### config.mk
export PLATFORM = sky130hd
export DESIGN_NAME = ts_capture_latch
export DESIGN_NICKNAME = d
export VERILOG_FILES = /design/src/rtl/ts_cap_pkg.sv /design/src/rtl/ts_cfg_regs.sv /design/src/rtl/ts_frame_filter.sv /design/src/rtl/ts_hold_latch.sv /design/src/rtl/ts_capture_latch.sv
export SDC_FILE = /design/constraint.sdc
export NUM_CORES = 1
export LEC_CHECK = 0
export ABC_AREA = 1
export BUFFER_PORTS_ARGS = -buffer_cell sky130_fd_sc_hd__buf_2
export CAP_MARGIN = 20
export CELL_PAD_IN_SITES_DETAIL_PLACEMENT = 0
export CELL_PAD_IN_SITES_GLOBAL_PLACEMENT = 1
export CORE_UTILIZATION = 35
export DETAILED_ROUTE_END_ITERATION = 10
export PLACE_DENSITY_LB_ADDON = 0.12
export SETUP_SLACK_MARGIN = 0.15
export SYNTH_ARGS = -nofsm -noshare
export SYNTH_HDL_FRONTEND = slang
export SYNTH_SLANG_ARGS = --single-unit
### constraint.sdc
create_clock -name clk -period 3.1 [get_ports clk]
set_clock_uncertainty 0.15 [all_clocks]
set_input_delay 0.31 -clock clk [delete_from_list [all_inputs] [get_ports clk]]
set_output_delay 0.31 -clock clk [all_outputs]
set_load 0.005 [all_outputs]
### src/rtl/ts_cap_pkg.sv
package ts_cap_pkg;
  localparam int CFG_W  = 32;
  localparam int PORT_W = 16;
  localparam int ET_W   = 16;
  localparam int NIB_W  = 4;

  localparam logic [1:0] A_CTRL  = 2'd0;
  localparam logic [1:0] A_MATCH = 2'd1;
  localparam logic [1:0] A_ETYPE = 2'd2;

  typedef enum logic [1:0] {
    FLT_OFF = 2'b00,
    FLT_V1  = 2'b01,
    FLT_V2  = 2'b10,
    FLT_RSV = 2'b11
  } flt_mode_e;

  typedef struct packed {
    logic              en;
    flt_mode_e         mode;
    logic [PORT_W-1:0] port;
    logic [NIB_W-1:0]  v1msg;
    logic              et_en;
    logic              et_ts;
    logic [ET_W-1:0]   etype;
  } cap_cfg_t;
endpackage

### src/rtl/ts_cfg_regs.sv
module ts_cfg_regs
  import ts_cap_pkg::*;
(
  input  logic             clk,
  input  logic             rst,
  input  logic             we,
  input  logic [1:0]       addr,
  input  logic [CFG_W-1:0] wdata,
  output cap_cfg_t         cfg
);
  always_ff @(posedge clk) begin
    if (rst) begin
      cfg <= '0;
    end else if (we) begin
      case (addr)
        A_CTRL: begin
          cfg.en   <= wdata[0];
          cfg.mode <= flt_mode_e'(wdata[2:1]);
        end
        A_MATCH: begin
          cfg.port  <= wdata[31:16];
          cfg.v1msg <= wdata[3:0];
        end
        A_ETYPE: begin
          cfg.et_en <= wdata[31];
          cfg.et_ts <= wdata[30];
          cfg.etype <= wdata[15:0];
        end
        default: ;
      endcase
    end
  end
endmodule

### src/rtl/ts_frame_filter.sv
module ts_frame_filter
  import ts_cap_pkg::*;
(
  input  cap_cfg_t          cfg,
  input  logic              frm_udp,
  input  logic [ET_W-1:0]   frm_etype,
  input  logic [PORT_W-1:0] frm_dport,
  input  logic [NIB_W-1:0]  frm_ver,
  input  logic [NIB_W-1:0]  frm_msg,
  output logic              hit
);
  logic udp_ok, l2_ok, v1_ok, v2_ok;

  always_comb begin
    udp_ok = frm_udp && (frm_dport == cfg.port);
    l2_ok  = !frm_udp && cfg.et_en && cfg.et_ts && (frm_etype == cfg.etype);
    v1_ok  = udp_ok && (frm_ver == 4'd1) && (frm_msg == cfg.v1msg);
    v2_ok  = (udp_ok || l2_ok) && (frm_ver == 4'd2) && (frm_msg[3:2] == 2'b00);
    case (cfg.mode)
      FLT_V1:  hit = cfg.en && v1_ok;
      FLT_V2:  hit = cfg.en && v2_ok;
      default: hit = 1'b0;
    endcase
  end
endmodule

### src/rtl/ts_hold_latch.sv
module ts_hold_latch #(
  parameter int TS_W = 64
) (
  input  logic            clk,
  input  logic            rst,
  input  logic            sof,
  input  logic            hit,
  input  logic            release_rd,
  input  logic [TS_W-1:0] now,
  output logic [TS_W-1:0] ts_q,
  output logic            valid_q
);
  logic take;
  assign take = sof && hit && !valid_q;

  always_ff @(posedge clk) begin
    if (rst) begin
      ts_q    <= '0;
      valid_q <= 1'b0;
    end else if (take) begin
      ts_q    <= now;
      valid_q <= 1'b1;
    end else if (release_rd) begin
      valid_q <= 1'b0;
    end
  end
endmodule

### src/rtl/ts_capture_latch.sv
module ts_capture_latch
  import ts_cap_pkg::*;
#(
  parameter int TS_W = 64,
  localparam int HALF_W = TS_W / 2
) (
  input  logic              clk,
  input  logic              rst,
  input  logic [TS_W-1:0]   sys_time,
  input  logic              frm_sof,
  input  logic              frm_udp,
  input  logic [ET_W-1:0]   frm_etype,
  input  logic [PORT_W-1:0] frm_dport,
  input  logic [NIB_W-1:0]  frm_ver,
  input  logic [NIB_W-1:0]  frm_msg,
  input  logic              cfg_we,
  input  logic [1:0]        cfg_addr,
  input  logic [CFG_W-1:0]  cfg_wdata,
  input  logic              rd_lo,
  input  logic              rd_hi,
  output logic [HALF_W-1:0] ts_lo,
  output logic [HALF_W-1:0] ts_hi,
  output logic              ts_valid
);
  cap_cfg_t        cfg;
  logic            hit;
  logic            cap_en;
  logic [TS_W-1:0] ts_q;

  ts_cfg_regs u_cfg (
    .clk   (clk),
    .rst   (rst),
    .we    (cfg_we),
    .addr  (cfg_addr),
    .wdata (cfg_wdata),
    .cfg   (cfg)
  );

  ts_frame_filter u_flt (
    .cfg       (cfg),
    .frm_udp   (frm_udp),
    .frm_etype (frm_etype),
    .frm_dport (frm_dport),
    .frm_ver   (frm_ver),
    .frm_msg   (frm_msg),
    .hit       (hit)
  );

  ts_hold_latch #(.TS_W(TS_W)) u_hold (
    .clk        (clk),
    .rst        (rst),
    .sof        (frm_sof),
    .hit        (hit),
    .release_rd (rd_hi),
    .now        (sys_time),
    .ts_q       (ts_q),
    .valid_q    (ts_valid)
  );

  assign cap_en = cfg.en;
  assign ts_lo  = ts_q[HALF_W-1:0];
  assign ts_hi  = ts_q[TS_W-1:HALF_W];
endmodule

---- After elaboration in Yosys (flattened, before gate mapping) ----
Index checks and enable logic that the tools add are counted.
cells by class
  add/subtract/negate cells ............... 0
  $mul .................................... 0
  divide/modulo/power cells ............... 0
  magnitude comparators ................... 0
  equality and inequality tests ........... 9
  shift operators ......................... 0
  multiplexer cells ....................... 3
  bitwise gates (word level) .............. 0
  reduce and logical (&&, ||, !) cells .... 21
operators by type and width
  cell                                            count
  == test 16 bit                                  2
  logical AND 1 bit                               12
  AND reduction 2 bit                             3
  == test 2 x 1 -> 1 bit (second input constant)  2
  == test 2 bit (second input constant)           2
  == test 4 x 1 -> 1 bit (second input constant)  1
  == test 4 x 2 -> 1 bit (second input constant)  1
  == test 4 bit                                   1
  logical NOT 2 bit                               2
  logical NOT 1 bit                               2
  two-way mux 1 bit                               2
  one-hot mux 1 bit (2 select lines)              1
  nonzero test 2 bit                              1
  logical OR 1 bit                                1
word-level totals
  flip-flop bits (word level) ............. 106
  bits in latches ......................... 0
  RAM bits ................................ 0
  memory bits (read-only) ................. 0
  memories kept ........................... 0

---- Longest topological paths before layout ----
Gate-level depths: netlist of the first run.
  word-level depth ........................ 12
  gate-level depth with buffers ........... 14
  gate-level depth less buffers ........... 12

---- Modules after synthesis ----
Synthesis of the first run repeated with hierarchy kept, for this count alone.
second synthesis, totals
  cells, all modules ...................... 828
  area total of the unflattened synthesis .. 5103.6 um^2
modules (own cells, without submodules)
  module           instances  cells an instance  area an instance (um^2)  sequential area each (um^2)
  ts_hold_latch    1          410                2667.6                   1301.2
  ts_cfg_regs      1          264                1719.1                   820.8
  ts_frame_filter  1          154                716.9                    0.0

---- Least setup slack after synthesis of the first run ----
Ideal clock, no wire load.
  path type ............................... reg2reg
  start ................................... register, netlist name u_cfg.cfg[38]
  end ..................................... register u_hold.ts_q[58]
  setup time .............................. 0.115 ns
  arrival ................................. 1.514 ns
  slack ................................... 1.321 ns
  cell stages (with the launch flop) ...... 9
  buffers on the path ..................... 2
  period minus slack after synthesis ...... 1.779 ns
  cell sequence ........................... dfxtp_1 -> inv_1 -> ha_1 -> nor4_1 -> buf_2 -> buf_2 -> nand3_1 -> nand2_1 -> nor2_1
on the way
  longest elaborated chain between the ends .. 4
  elaborated cells on any way between the ends .. 5
  classes of those cells .................. eq/ne: 2; mux: 1; reduce/logical: 2
RTL lines
  element                                                         RTL line               text
  == test 2 bit / == test 2 x 1 -> 1 bit (equally long branches)  ts_frame_filter.sv:19  case (cfg.mode)
  one-hot mux 1 bit (2 select lines) (*)                          ts_frame_filter.sv:19
  logical AND 1 bit (*) (2 in series)                             ts_hold_latch.sv:14    assign take = sof && hit && !valid_q;
  end signal, assigned                                            ts_hold_latch.sv:21    ts_q <= now;
  end, declared                                                   ts_hold_latch.sv:10    output logic [TS_W-1:0] ts_q,
Every way passes the cells marked *; elsewhere a longest branch is shown, timed or not.
A chain may end at the register's enable or synchronous reset.

---- Worst setup path after layout of the first run ----
  start ................................... register, netlist name u_cfg.cfg[38]
  end ..................................... register u_hold.ts_q[53]
on the way
  longest elaborated chain between the ends .. 4
  elaborated cells on any way between the ends .. 5
  classes of those cells .................. eq/ne: 2; mux: 1; reduce/logical: 2
RTL lines
  element                                                         RTL line
  == test 2 bit / == test 2 x 1 -> 1 bit (equally long branches)  ts_frame_filter.sv:19
  one-hot mux 1 bit (2 select lines) (*)                          ts_frame_filter.sv:19
  logical AND 1 bit (*) (2 in series)                             ts_hold_latch.sv:14
Marks and branches as above.

==> out/metrics.cfg, run 1 <==
[run_status]
status = complete, no violations

[cts]
h-tree-depth = 3
clkSinkCount = 106
cts_setup_buffers = 0
clkTransAtPathRegs_ns = 0.07
cts_tree = yes
clk_latency_ns = 0.34
cts_buffers = 9
clockBufferDepth = 2
cts_root_buf = clkbuf_16

[timing]
setup_viol = 0
fmax_ghz = 0.4377
period_share = 0.7370
fin_crit_ns = 2.285
worst_pin_slew_ns = 0.9127
final_max_slew_viol_count = 0
slew_headroom = 0.3909
whs_ns = 0.04253
final_hold_viol_count = 0
rsz0062_at_grt = false
final.setup.tns_ns = 0

[logic_synthesis]
synth_area_um2 = 4986
synth_nets = 895
avgSynthCellArea_um2 = 6.657
ys_ff_latch = 106
yosysWarnings = 0
netlist_instances = 749
synth_seq_area_share = 0.4256
synth_cell_types = 20

[power_and_ir_drop]
p_seq_frac = 0.493
pwr-share-clk = 0.409
p_sw_frac = 0.2381
p_per_area_nw_per_um2 = 444.6
p_leak_nw = 3.358
ir_drop_mv = 0.2113
power.internal_mw = 2.168
p_total_mw = 2.846
p_switching_uw = 677.7
combPwrFrac = 0.098

[placement]
dpl_cell_area_um2 = 6095
port-buffer-count = 208
dpl.hpwl_um = 9028
place.gp.congestion = 0.7684

[finish]
num_antenna_cells = 0
fin_util = 0.4612
nets = 1080
finalInstanceArea_um2 = 6401
fill_cells = 1502
syn2layout_area_growth_pct = 28.38
layout_common_cells = buf_2 (208), nor2_1 (150), nand2_1 (119), inv_1 (106), dfxtp_1 (106)
drive_above_1_share = 0.2535
mostFrequentLayoutCell = buf_2

[global_routing]
grt_pass1_vias = 4454
grt_pass1_wl_um = 20780
antenna_found_initial = 1
grt_use_total = 0.1772
grt-ovfl-total = 0
grt_max_degree = 130

[min_path]
hold_depth = 3
min_path_type = primary input to flop

[critical_path]
critPathArrivalTime_ns = 2.38
r2r-end = u_hold.ts_q[53]
reg2reg_slack_ns = 0.82
worstSetupStartpointType = flop
worst_r2r_path_depth = 12
required_ns = 3.19
setup.worst_path.class = flop to flop
timing.critical_path.from = u_cfg.cfg[38]
endpoint_kind = flop
endpoint = u_hold.ts_q[53]
path_max_fanout = 49
reg2reg_from = u_cfg.cfg[38]

[route]
vias_per_cell = 4.468
drt_iter0_drc = 266
drt.antenna.violating_nets = 0
remaining_drc_errors = 0
via_count = 5000
wl_per_cell_um = 11.61
drt_pass1_iterations = 4
routed_wirelength_um = 12990

[floorplanning]
num_io_pins = 210
start_util = 0.3592
fp.dieH_um = 121.4
die-area_um2 = 14730
die_w_um = 121.4
core_um2 = 13880
rows = 43

[flow_run]
drv_cap = 0

## cells by family after synthesis
kind of cell / Yosys count / share of synthesized area
adder cells (fa/ha/maj): 1 / 0.002509
flip-flops: 106 / 0.4256
XOR/XNOR: 15 / 0.02635
AND/OR/NAND/NOR: 348 / 0.2823
AO/OA/AOI/OAI: 123 / 0.1235
buffers and inverters: 156 / 0.1398
## power groups by stage
stage | sequential [mW] | combinational, mW | clock, mW
2_1_floorplan | 1.43 | 0.151 | 0
3_3_place_gp | 1.43 | 0.276 | 0
3_5_place_dp | 1.43 | 0.280 | 0
4_1_cts | 1.40 | 0.283 | 1.21
5_1_grt | 1.41 | 0.324 | 1.26
6_report | 1.40 | 0.279 | 1.16
## cell type report
| cell class | instances | area [µm²] | share of cell area |
|---|---|---|---|
| repair buffers | 218 | 1156 | 0.1806 |
| well taps | 180 | 225.2 | 0.03518 |
| multi-input cells | 487 | 2181 | 0.3407 |
| inverters | 112 | 420.4 | 0.06568 |
| clock inverters | 5 | 53.80 | 0.008405 |
| flip-flops and latches | 106 | 2122 | 0.3315 |
| clock buffers | 11 | 242.7 | 0.03792 |
## flip-flops by register name, indices dropped and copies added, names as in the netlist
| register | flops |
|---|---|
| u_hold.ts_q | 64 |
| u_cfg.cfg | 41 |
| u_hold.valid_q | 1 |
## routing by layer
layer  track usage  part of all wire
met1        0.2237              0.46
met5             0                 0
met3       0.05404             0.079
met4       0.06559             0.016
met2        0.2820              0.45
## through the flow
stage / worst slack, ns / std cells
CTS: 0.8077 / 1119
detailed placement: 0.8084 / 1102
global route: 0.6083 / 1119
floorplan: 1.321 / 749
global placement: 0.8621 / 1102
finish: 0.8155 / 1119
## worst min path at each step
stage                             start             end  slack [ns]
after floorplan                     rst  u_hold.valid_q        0.23
after global placement    u_cfg.cfg[34]   u_cfg.cfg[34]        0.30
after detailed placement  u_cfg.cfg[29]   u_cfg.cfg[29]        0.30
after CTS                 cfg_wdata[18]   u_cfg.cfg[24]        0.02
after global routing      cfg_wdata[24]   u_cfg.cfg[30]        0.04
final                     cfg_wdata[18]   u_cfg.cfg[24]        0.04
## critical path, cell delays in order, from the launching register on
cell and delay, ns:
dfxtp_1 0.30, inv_1 0.07, ha_1 0.15, inv_1 0.05, nor3_1 0.13, nand3_1 0.14
inv_1 0.09, nand3_1 0.16, nand2_4 0.41, buf_12 0.28, nand3_1 0.11, nand2_1 0.08
nor2_1 0.04
## synthesized netlist by cell type
master | number | area share
nor2_1 | 150 | 0.11
nand2_1 | 120 | 0.090
inv_1 | 107 | 0.081
dfxtp_1 | 106 | 0.43
a21oi_1 | 82 | 0.082
nand3_1 | 72 | 0.072
o21ai_0 | 41 | 0.041
buf_2 | 14 | 0.014
clkbuf_1 | 14 | 0.011
buf_6 | 12 | 0.027
xor2_1 | 9 | 0.016
xnor2_1 | 6 | 0.011
buf_1 | 3 | 0.0023
inv_2 | 3 | 0.0023
nor3_1 | 3 | 0.0030
clkinv_1 | 2 | 0.0015
nand4_1 | 2 | 0.0025
buf_4 | 1 | 0.0015
ha_1 | 1 | 0.0025
nor4_1 | 1 | 0.0013
## what timing repair did
action,in CTS,in global routing
hold buffers,1,0
resized for setup,0,0
endpoints found under the hold margin,1,0
Note: power is estimated with default switching activity, not from simulation.
==> run 2: changes to the inputs <==
--- a/config.mk
+++ b/config.mk
@@ -10,7 +10,7 @@
 export CAP_MARGIN = 20
 export CELL_PAD_IN_SITES_DETAIL_PLACEMENT = 0
 export CELL_PAD_IN_SITES_GLOBAL_PLACEMENT = 1
-export CORE_UTILIZATION = 35
+export CORE_UTILIZATION = 29
 export DETAILED_ROUTE_END_ITERATION = 10
 export PLACE_DENSITY_LB_ADDON = 0.12
 export SETUP_SLACK_MARGIN = 0.15
==> constraint.sdc (replaced) <==
create_clock -name clk -period 2 [get_ports clk]
set_clock_uncertainty 0.15 [all_clocks]
set_input_delay 0.2 -clock clk [delete_from_list [all_inputs] [get_ports clk]]
set_output_delay 0.2 -clock clk [all_outputs]
set_load 0.005 [all_outputs]
==> out/metrics.cfg, run 2 (synthesis results as in run 1) <==
[run_status]
status = complete, no violations  ; unchanged

[critical_path]
endpoint_kind = flop  ; unchanged
r2r-end = u_hold.ts_q[11]  ; was u_hold.ts_q[53]
setup.worst_path.class = flop to flop  ; unchanged
worst_r2r_path_depth = 15  ; was 12
required_ns = 2.10  ; was 3.19 ns
reg2reg_from = u_cfg.cfg[38]  ; unchanged
worstSetupStartpointType = flop  ; unchanged
critPathArrivalTime_ns = 1.99  ; was 2.38 ns
reg2reg_slack_ns = 0.10  ; was 0.82 ns
path_max_fanout = 8  ; was 49
timing.critical_path.from = u_cfg.cfg[38]  ; unchanged

[finish]
layout_common_cells = buf_2 (208), nor2_1 (145), nand2_1 (115), inv_1 (103), dfxtp_1 (100)  ; was buf_2 (208), nor2_1 (150), nand2_1 (119), inv_1 (106), dfxtp_1 (106)
fill_cells = 1801  ; was 1502
num_antenna_cells = 0  ; unchanged
regMostFlops = u_hold.ts_q  ; unchanged
drive_above_1_share = 0.3255  ; was 0.2535
largest_reg_flops = 64  ; unchanged
reg_top3 = u_hold.ts_q: 64 flops, u_cfg.cfg: 41 flops, u_hold.valid_q: 1 flops  ; unchanged
finalInstanceArea_um2 = 7801  ; was 6401 µm²
nets = 1164  ; was 1080
mostFrequentLayoutCell = buf_2  ; unchanged
syn2layout_area_growth_pct = 56.46  ; was 28.38%

[power_and_ir_drop]
p_leak_nw = 3.845  ; was 3.358 nW
ir_drop_mv = 0.3794  ; was 0.2113 mV
p_total_mw = 4.563  ; was 2.846 mW
p_per_area_nw_per_um2 = 584.9  ; was 444.6 nW/µm²

[min_path]
min_path_type = primary input to flop  ; unchanged
hold_depth = 5  ; was 3
hp-start = sys_time[28]  ; was cfg_wdata[18]
min_to = u_hold.ts_q[28]  ; was u_cfg.cfg[24]

[timing]
slew_headroom = 0.6442  ; was 0.3909
final_hold_viol_count = 0  ; unchanged
fmax_ghz = 0.5266  ; was 0.4377 GHz
period_share = 0.9494  ; was 0.7370
fin_crit_ns = 1.899  ; was 2.285 ns
setup_viol = 0  ; unchanged
final_max_slew_viol_count = 0  ; unchanged
worst_pin_slew_ns = 0.5305  ; was 0.9127 ns
rsz0062_at_grt = true  ; was false

[floorplanning]
num_io_pins = 210  ; unchanged
die_w_um = 133.1  ; was 121.4 µm
die-area_um2 = 17720  ; was 14730 µm²
rows = 47  ; was 43
core_um2 = 16700  ; was 13880 µm²
fp.dieH_um = 133.1  ; was 121.4 µm
start_util = 0.2985  ; was 0.3592

[global_routing]
grt_max_degree = 60  ; was 130
antenna_found_initial = 1  ; unchanged
grt_pass1_wl_um = 23670  ; was 20780 µm
grt_use_total = 0.1669  ; was 0.1772
grt-ovfl-total = 0  ; unchanged
grt_pass1_vias = 4812  ; was 4454

[placement]
dpl.hpwl_um = 10080  ; was 9028 µm
place.gp.congestion = 0.7247  ; was 0.7684
port-buffer-count = 208  ; unchanged
dpl_cell_area_um2 = 6332  ; was 6095 µm²

[cts]
clk_latency_ns = 0.35  ; was 0.34 ns
cts_buffers = 9  ; unchanged
h-tree-depth = 3  ; unchanged
clkTransAtPathRegs_ns = 0.08  ; was 0.07 ns
cts_tree = yes  ; unchanged
clockBufferDepth = 2  ; unchanged
cts_root_buf = clkbuf_16  ; unchanged
clkSinkCount = 106  ; unchanged

[route]
wl_per_cell_um = 12.20  ; was 11.61 µm
via_count = 5359  ; was 5000
routed_wirelength_um = 15170  ; was 12990 µm
drt_iter0_drc = 187  ; was 266
drt.antenna.violating_nets = 0  ; unchanged
remaining_drc_errors = 0  ; unchanged
vias_per_cell = 4.311  ; was 4.468
drt_pass1_iterations = 4  ; unchanged

[flow_run]
drv_cap = 0  ; unchanged

-- run 2: metrics by stage --
step                hold slack (ns)  setup slack (ns)    util  TNS [ns]  cells
finish                     0.001536            0.1012  0.4671         0   1243
CTS                       0.0004425           0.02596  0.4475         0   1236
detailed placement           0.2411           0.02052  0.3792         0   1157
global route                0.01517          -0.03658  0.4671   -0.3442   1243
global placement             0.2449           0.04842  0.3792         0   1157
floorplan                    0.1191            0.2212       -         0    749
-- run 2: worst max-delay path by stage --
| stage | endpoint | slack (ns) |
|---|---|---|
| 6_report | u_hold.ts_q[11] | 0.10 |
| 4_1_cts | u_hold.ts_q[11] | 0.03 |
| 2_1_floorplan | u_hold.ts_q[58] | 0.22 |
| 5_1_grt | u_hold.ts_q[49] | -0.04 |
| 3_5_place_dp | u_hold.ts_q[11] | 0.02 |
| 3_3_place_gp | u_hold.ts_q[9] | 0.05 |
-- run 2: routing by layer --
layer  track usage  up-vias  routed length [µm]
li1              -     2867                   -
met1        0.2180     2344                7225
met2        0.2699      135                6856
met3       0.03881       13                 877
met4       0.05745        0                 208
met5             0        -                   0
-- run 2: worst max-delay path: stages, from the launching register on --
cell	delay (ns)
dfxtp_2	0.32
inv_2	0.04
ha_4	0.16
inv_4	0.05
nand3_2	0.05
nor2_2	0.08
nand3_1	0.07
nand2_1	0.07
nand4_1	0.10
buf_6	0.15
nand2_8	0.08
buf_12	0.14
clkbuf_16	0.16
nand3_2	0.06
nand2_1	0.05
nor2_1	0.04
-- run 2: power by group --
| part | switching [mW] | leakage [nW] | internal (mW) |
|---|---|---|---|
| Combinational | 0.262 | 2.84 | 0.287 |
| Clock | 0.857 | 0.146 | 0.982 |
| Sequential | 0.0234 | 0.861 | 2.15 |
-- run 2: what timing repair did --
item / in CTS / in global routing
cloned: 5 / 4
resized for setup: 30 / 53
endpoints found under the setup margin: 65 / 65
setup buffers: 5 / 3
hold buffers: 53 / 0
pin swaps: 3 / 19
endpoints found under the hold margin: 53 / 0
-- run 2: final cells by class --
type / instances / area [µm²] / area share
Clock buffer: 9 / 225.2 / 0.02887
Clock inverter: 7 / 77.57 / 0.009944
Inverter: 112 / 422.9 / 0.05421
Multi-Input combinational cell: 488 / 2477 / 0.3176
Sequential cell: 106 / 2130 / 0.2730
Tap cell: 220 / 275.3 / 0.03528
Timing Repair Buffer: 301 / 2193 / 0.2812
==> run 3: changes to the inputs <==
--- a/config.mk
+++ b/config.mk
@@ -10,7 +10,8 @@
 export CAP_MARGIN = 20
 export CELL_PAD_IN_SITES_DETAIL_PLACEMENT = 0
 export CELL_PAD_IN_SITES_GLOBAL_PLACEMENT = 1
-export CORE_UTILIZATION = 29
+export CORE_ASPECT_RATIO = 1.4
+export CORE_UTILIZATION = 32
 export DETAILED_ROUTE_END_ITERATION = 10
 export PLACE_DENSITY_LB_ADDON = 0.12
 export SETUP_SLACK_MARGIN = 0.15
==> constraint.sdc (replaced) <==
create_clock -name clk -period 1.8 [get_ports clk]
set_clock_uncertainty 0.15 [all_clocks]
set_input_delay 0.18 -clock clk [delete_from_list [all_inputs] [get_ports clk]]
set_output_delay 0.18 -clock clk [all_outputs]
set_load 0.005 [all_outputs]
==> out/metrics.cfg, run 3 (synthesis results as in run 1) <==
[route]
wl_met1_um = 6091  ; was 7225 µm
met3_length_um = 963  ; was 877 µm
drt_iter0_drc = 151  ; was 187
remaining_drc_errors = 0  ; unchanged
drt.antenna.violating_nets = 0  ; unchanged
vias_per_cell = 4.452  ; was 4.311
wl_per_cell_um = 12.31  ; was 12.20 µm
wl_met2_um = 7792  ; was 6856 µm
via_count = 5414  ; was 5359
drt_pass1_iterations = 4  ; unchanged
routed_wirelength_um = 14970  ; was 15170 µm
top_layer_used = met4  ; unchanged

[power_and_ir_drop]
ir_drop_mv = 0.4399  ; was 0.3794 mV
p_per_area_nw_per_um2 = 648.8  ; was 584.9 nW/µm²
pwr-share-clk = 0.387  ; was 0.403
p_sw_frac = 0.2510  ; was 0.2502
p_switching_mw = 1.248  ; was 1.142 mW
p_seq_frac = 0.486  ; was 0.477
p_leak_nw = 3.826  ; was 3.845 nW
combPwrFrac = 0.127  ; was 0.120
power.internal_mw = 3.724  ; was 3.421 mW

[finish]
regMostFlops = u_hold.ts_q  ; unchanged
drive_above_1_share = 0.2969  ; was 0.3255
fin_util = 0.5068  ; was 0.4671
reg_top3 = u_hold.ts_q: 64 flops, u_cfg.cfg: 41 flops, u_hold.valid_q: 1 flops  ; unchanged
mostFrequentLayoutCell = buf_2  ; unchanged
largest_reg_flops = 64  ; unchanged
finalInstanceArea_um2 = 7662  ; was 7801 µm²
num_antenna_cells = 0  ; unchanged
nets = 1165  ; was 1164
layout_common_cells = buf_2 (208), nor2_1 (148), nand2_1 (118), inv_1 (104), dfxtp_1 (104)  ; was buf_2 (208), nor2_1 (145), nand2_1 (115), inv_1 (103), dfxtp_1 (100)
syn2layout_area_growth_pct = 53.68  ; was 56.46%
fill_cells = 1518  ; was 1801

[critical_path]
crit_slowest_cell = dfxtp_2  ; unchanged
critPathArrivalTime_ns = 2.03  ; was 1.99 ns
endpoint_kind = flop  ; unchanged
required_ns = 1.90  ; was 2.10 ns
timing.critical_path.from = u_cfg.cfg[38]  ; unchanged
path_max_fanout = 16  ; was 8
cp_top_family = simple AND/OR/NAND/NOR gates  ; unchanged
setup.worst_path.class = flop to flop  ; unchanged
reg2reg_from = u_cfg.cfg[38]  ; unchanged
path_buf_inv = 4  ; was 5
worstSetupStartpointType = flop  ; unchanged
crit_path_max_incr_delay_ns = 0.33  ; was 0.32 ns
worstPathCellList = inv_2, ha_4, inv_4, nand3_2, nor2_1, nand3_1, nand2_1, nand4_1, nand2_4, buf_12, clkbuf_16, nand3_2, nand2_1, nor2_1  ; was inv_2, ha_4, inv_4, nand3_2, nor2_2, nand3_1, nand2_1, nand4_1, buf_6, nand2_8, buf_12, clkbuf_16, nand3_2, nand2_1, nor2_1

[timing]
slew_headroom = 0.7693  ; was 0.6442
worst_pin_slew_ns = 0.3461  ; was 0.5305 ns
rsz0062_at_grt = true  ; unchanged
fmax_ghz = 0.5177  ; was 0.5266 GHz
setup_viol = 64  ; was 0
period_share = 1.073  ; was 0.9494
fin_crit_ns = 1.931  ; was 1.899 ns
final_hold_viol_count = 0  ; unchanged
layout_setup_ws_ns = -0.1315  ; was 0.1012 ns
final_max_slew_viol_count = 0  ; unchanged

[min_path]
min_path_type = primary input to flop  ; unchanged
hp-start = sys_time[62]  ; was sys_time[28]

[floorplanning]
rows = 53  ; was 47
start_util = 0.3298  ; was 0.2985
fp.dieH_um = 149.7  ; was 133.1 µm
die_w_um = 107.5  ; was 133.1 µm
num_io_pins = 210  ; unchanged
die-area_um2 = 16090  ; was 17720 µm²
core_um2 = 15120  ; was 16700 µm²

[cts]
cts_root_buf = clkbuf_16  ; unchanged
clockBufferDepth = 2  ; unchanged
cts_tree = yes  ; unchanged
clkTransAtPathRegs_ns = 0.08  ; about the same
clkSinkCount = 106  ; unchanged
clk_latency_ns = 0.34  ; was 0.35 ns
h-tree-depth = 3  ; unchanged
cts_buffers = 9  ; unchanged

[global_routing]
antenna_found_initial = 0  ; was 1
grt-ovfl-total = 0  ; unchanged
grt_pass1_vias = 5030  ; was 4812
grt_use_total = 0.1793  ; was 0.1669
grt_pass1_wl_um = 23040  ; was 23670 µm
grt_max_degree = 82  ; was 60

[placement]
dpl.hpwl_um = 10320  ; was 10080 µm
dpl_cell_area_um2 = 6349  ; was 6332 µm²
place.gp.congestion = 0.7856  ; was 0.7247
port-buffer-count = 208  ; unchanged

[run_status]
failed_checks = setup timing
status = complete, but fails checks  ; was complete, no violations

[flow_run]
drv_cap = 0  ; unchanged

-- run 3: cell types whose count changed in the layout (fill, tap and decap cells not counted), moves of 4 or more --
cell / previous run / this run
buf_4: 15 / 10
dfxtp_1: 100 / 104
dfxtp_2: 6 / 2
dlygate4sd3_1: 53 / 63
nand3_1: 32 / 41
nand3_2: 38 / 31
-- run 3: worst paths after layout --
check,slack (ns),endpoint,cells after the start
worst max register to register,-0.13,u_hold.ts_q[47],14
worst max-delay path,-0.13,u_hold.ts_q[47],14
worst min register to register,0.31,u_cfg.cfg[34],2
worst min-delay path,0.004,u_hold.ts_q[62],5
-- run 3: worst register-to-register path, stage by stage (launching register included) --
cell and delay (ns):
dfxtp_2 0.33, inv_2 0.05, ha_4 0.16, inv_4 0.05
nand3_2 0.06, nor2_1 0.08, nand3_1 0.07, nand2_1 0.07
nand4_1 0.15, nand2_4 0.21, buf_12 0.15, clkbuf_16 0.17
nand3_2 0.07, nand2_1 0.06, nor2_1 0.04
-- run 3: final cells by class --
| class | instances | area (µm²) | share of cell area |
|---|---|---|---|
| clock buffer | 10 | 239.0 | 0.03119 |
| clock inverter | 6 | 48.80 | 0.006368 |
| inverter | 112 | 422.9 | 0.05519 |
| multi-input combinational | 487 | 2382 | 0.3109 |
| sequential | 106 | 2125 | 0.2773 |
| tap | 192 | 240.2 | 0.03135 |
| timing repair buffer | 303 | 2205 | 0.2877 |
-- run 3: repair_timing --
action,CTS,global route
gates cloned,2,5
hold buffers,63,0
endpoints found under the hold margin,63,0
buffers inserted,3,2
gates resized for setup,8,29
endpoints found under the setup margin,65,65
pin swaps,2,18
-- run 3: metrics by stage --
stage / hold WS, ns / worst slack, ns / cells / power, mW / TNS (ns)
2_1_floorplan: 0.09907 / 0.1172 / 749 / 2.732 / 0
3_3_place_gp: 0.2167 / -0.1036 / 1125 / 2.978 / -4.869
3_5_place_dp: 0.2174 / -0.1184 / 1125 / 2.989 / -5.723
4_1_cts: 0.00003048 / -0.09068 / 1209 / 5.048 / -3.244
5_1_grt: 0.01600 / -0.2388 / 1216 / 5.229 / -13.61
6_report: 0.004016 / -0.1315 / 1216 / 4.972 / -5.466
-- run 3: power groups by stage --
stage	logic [mW]	clock network, mW	registers (mW)
3_5_place_dp	0.519	0	2.47
2_1_floorplan	0.265	0	2.47
3_3_place_gp	0.509	0	2.47
4_1_cts	0.633	2.00	2.42
6_report	0.633	1.92	2.42
5_1_grt	0.719	2.09	2.42
-- run 3: per-layer routing --
layer	GRT usage	up-vias
li1	-	2860
met1	0.2044	2406
met2	0.3253	139
met3	0.04791	9
met4	0.04795	0
met5	0	-
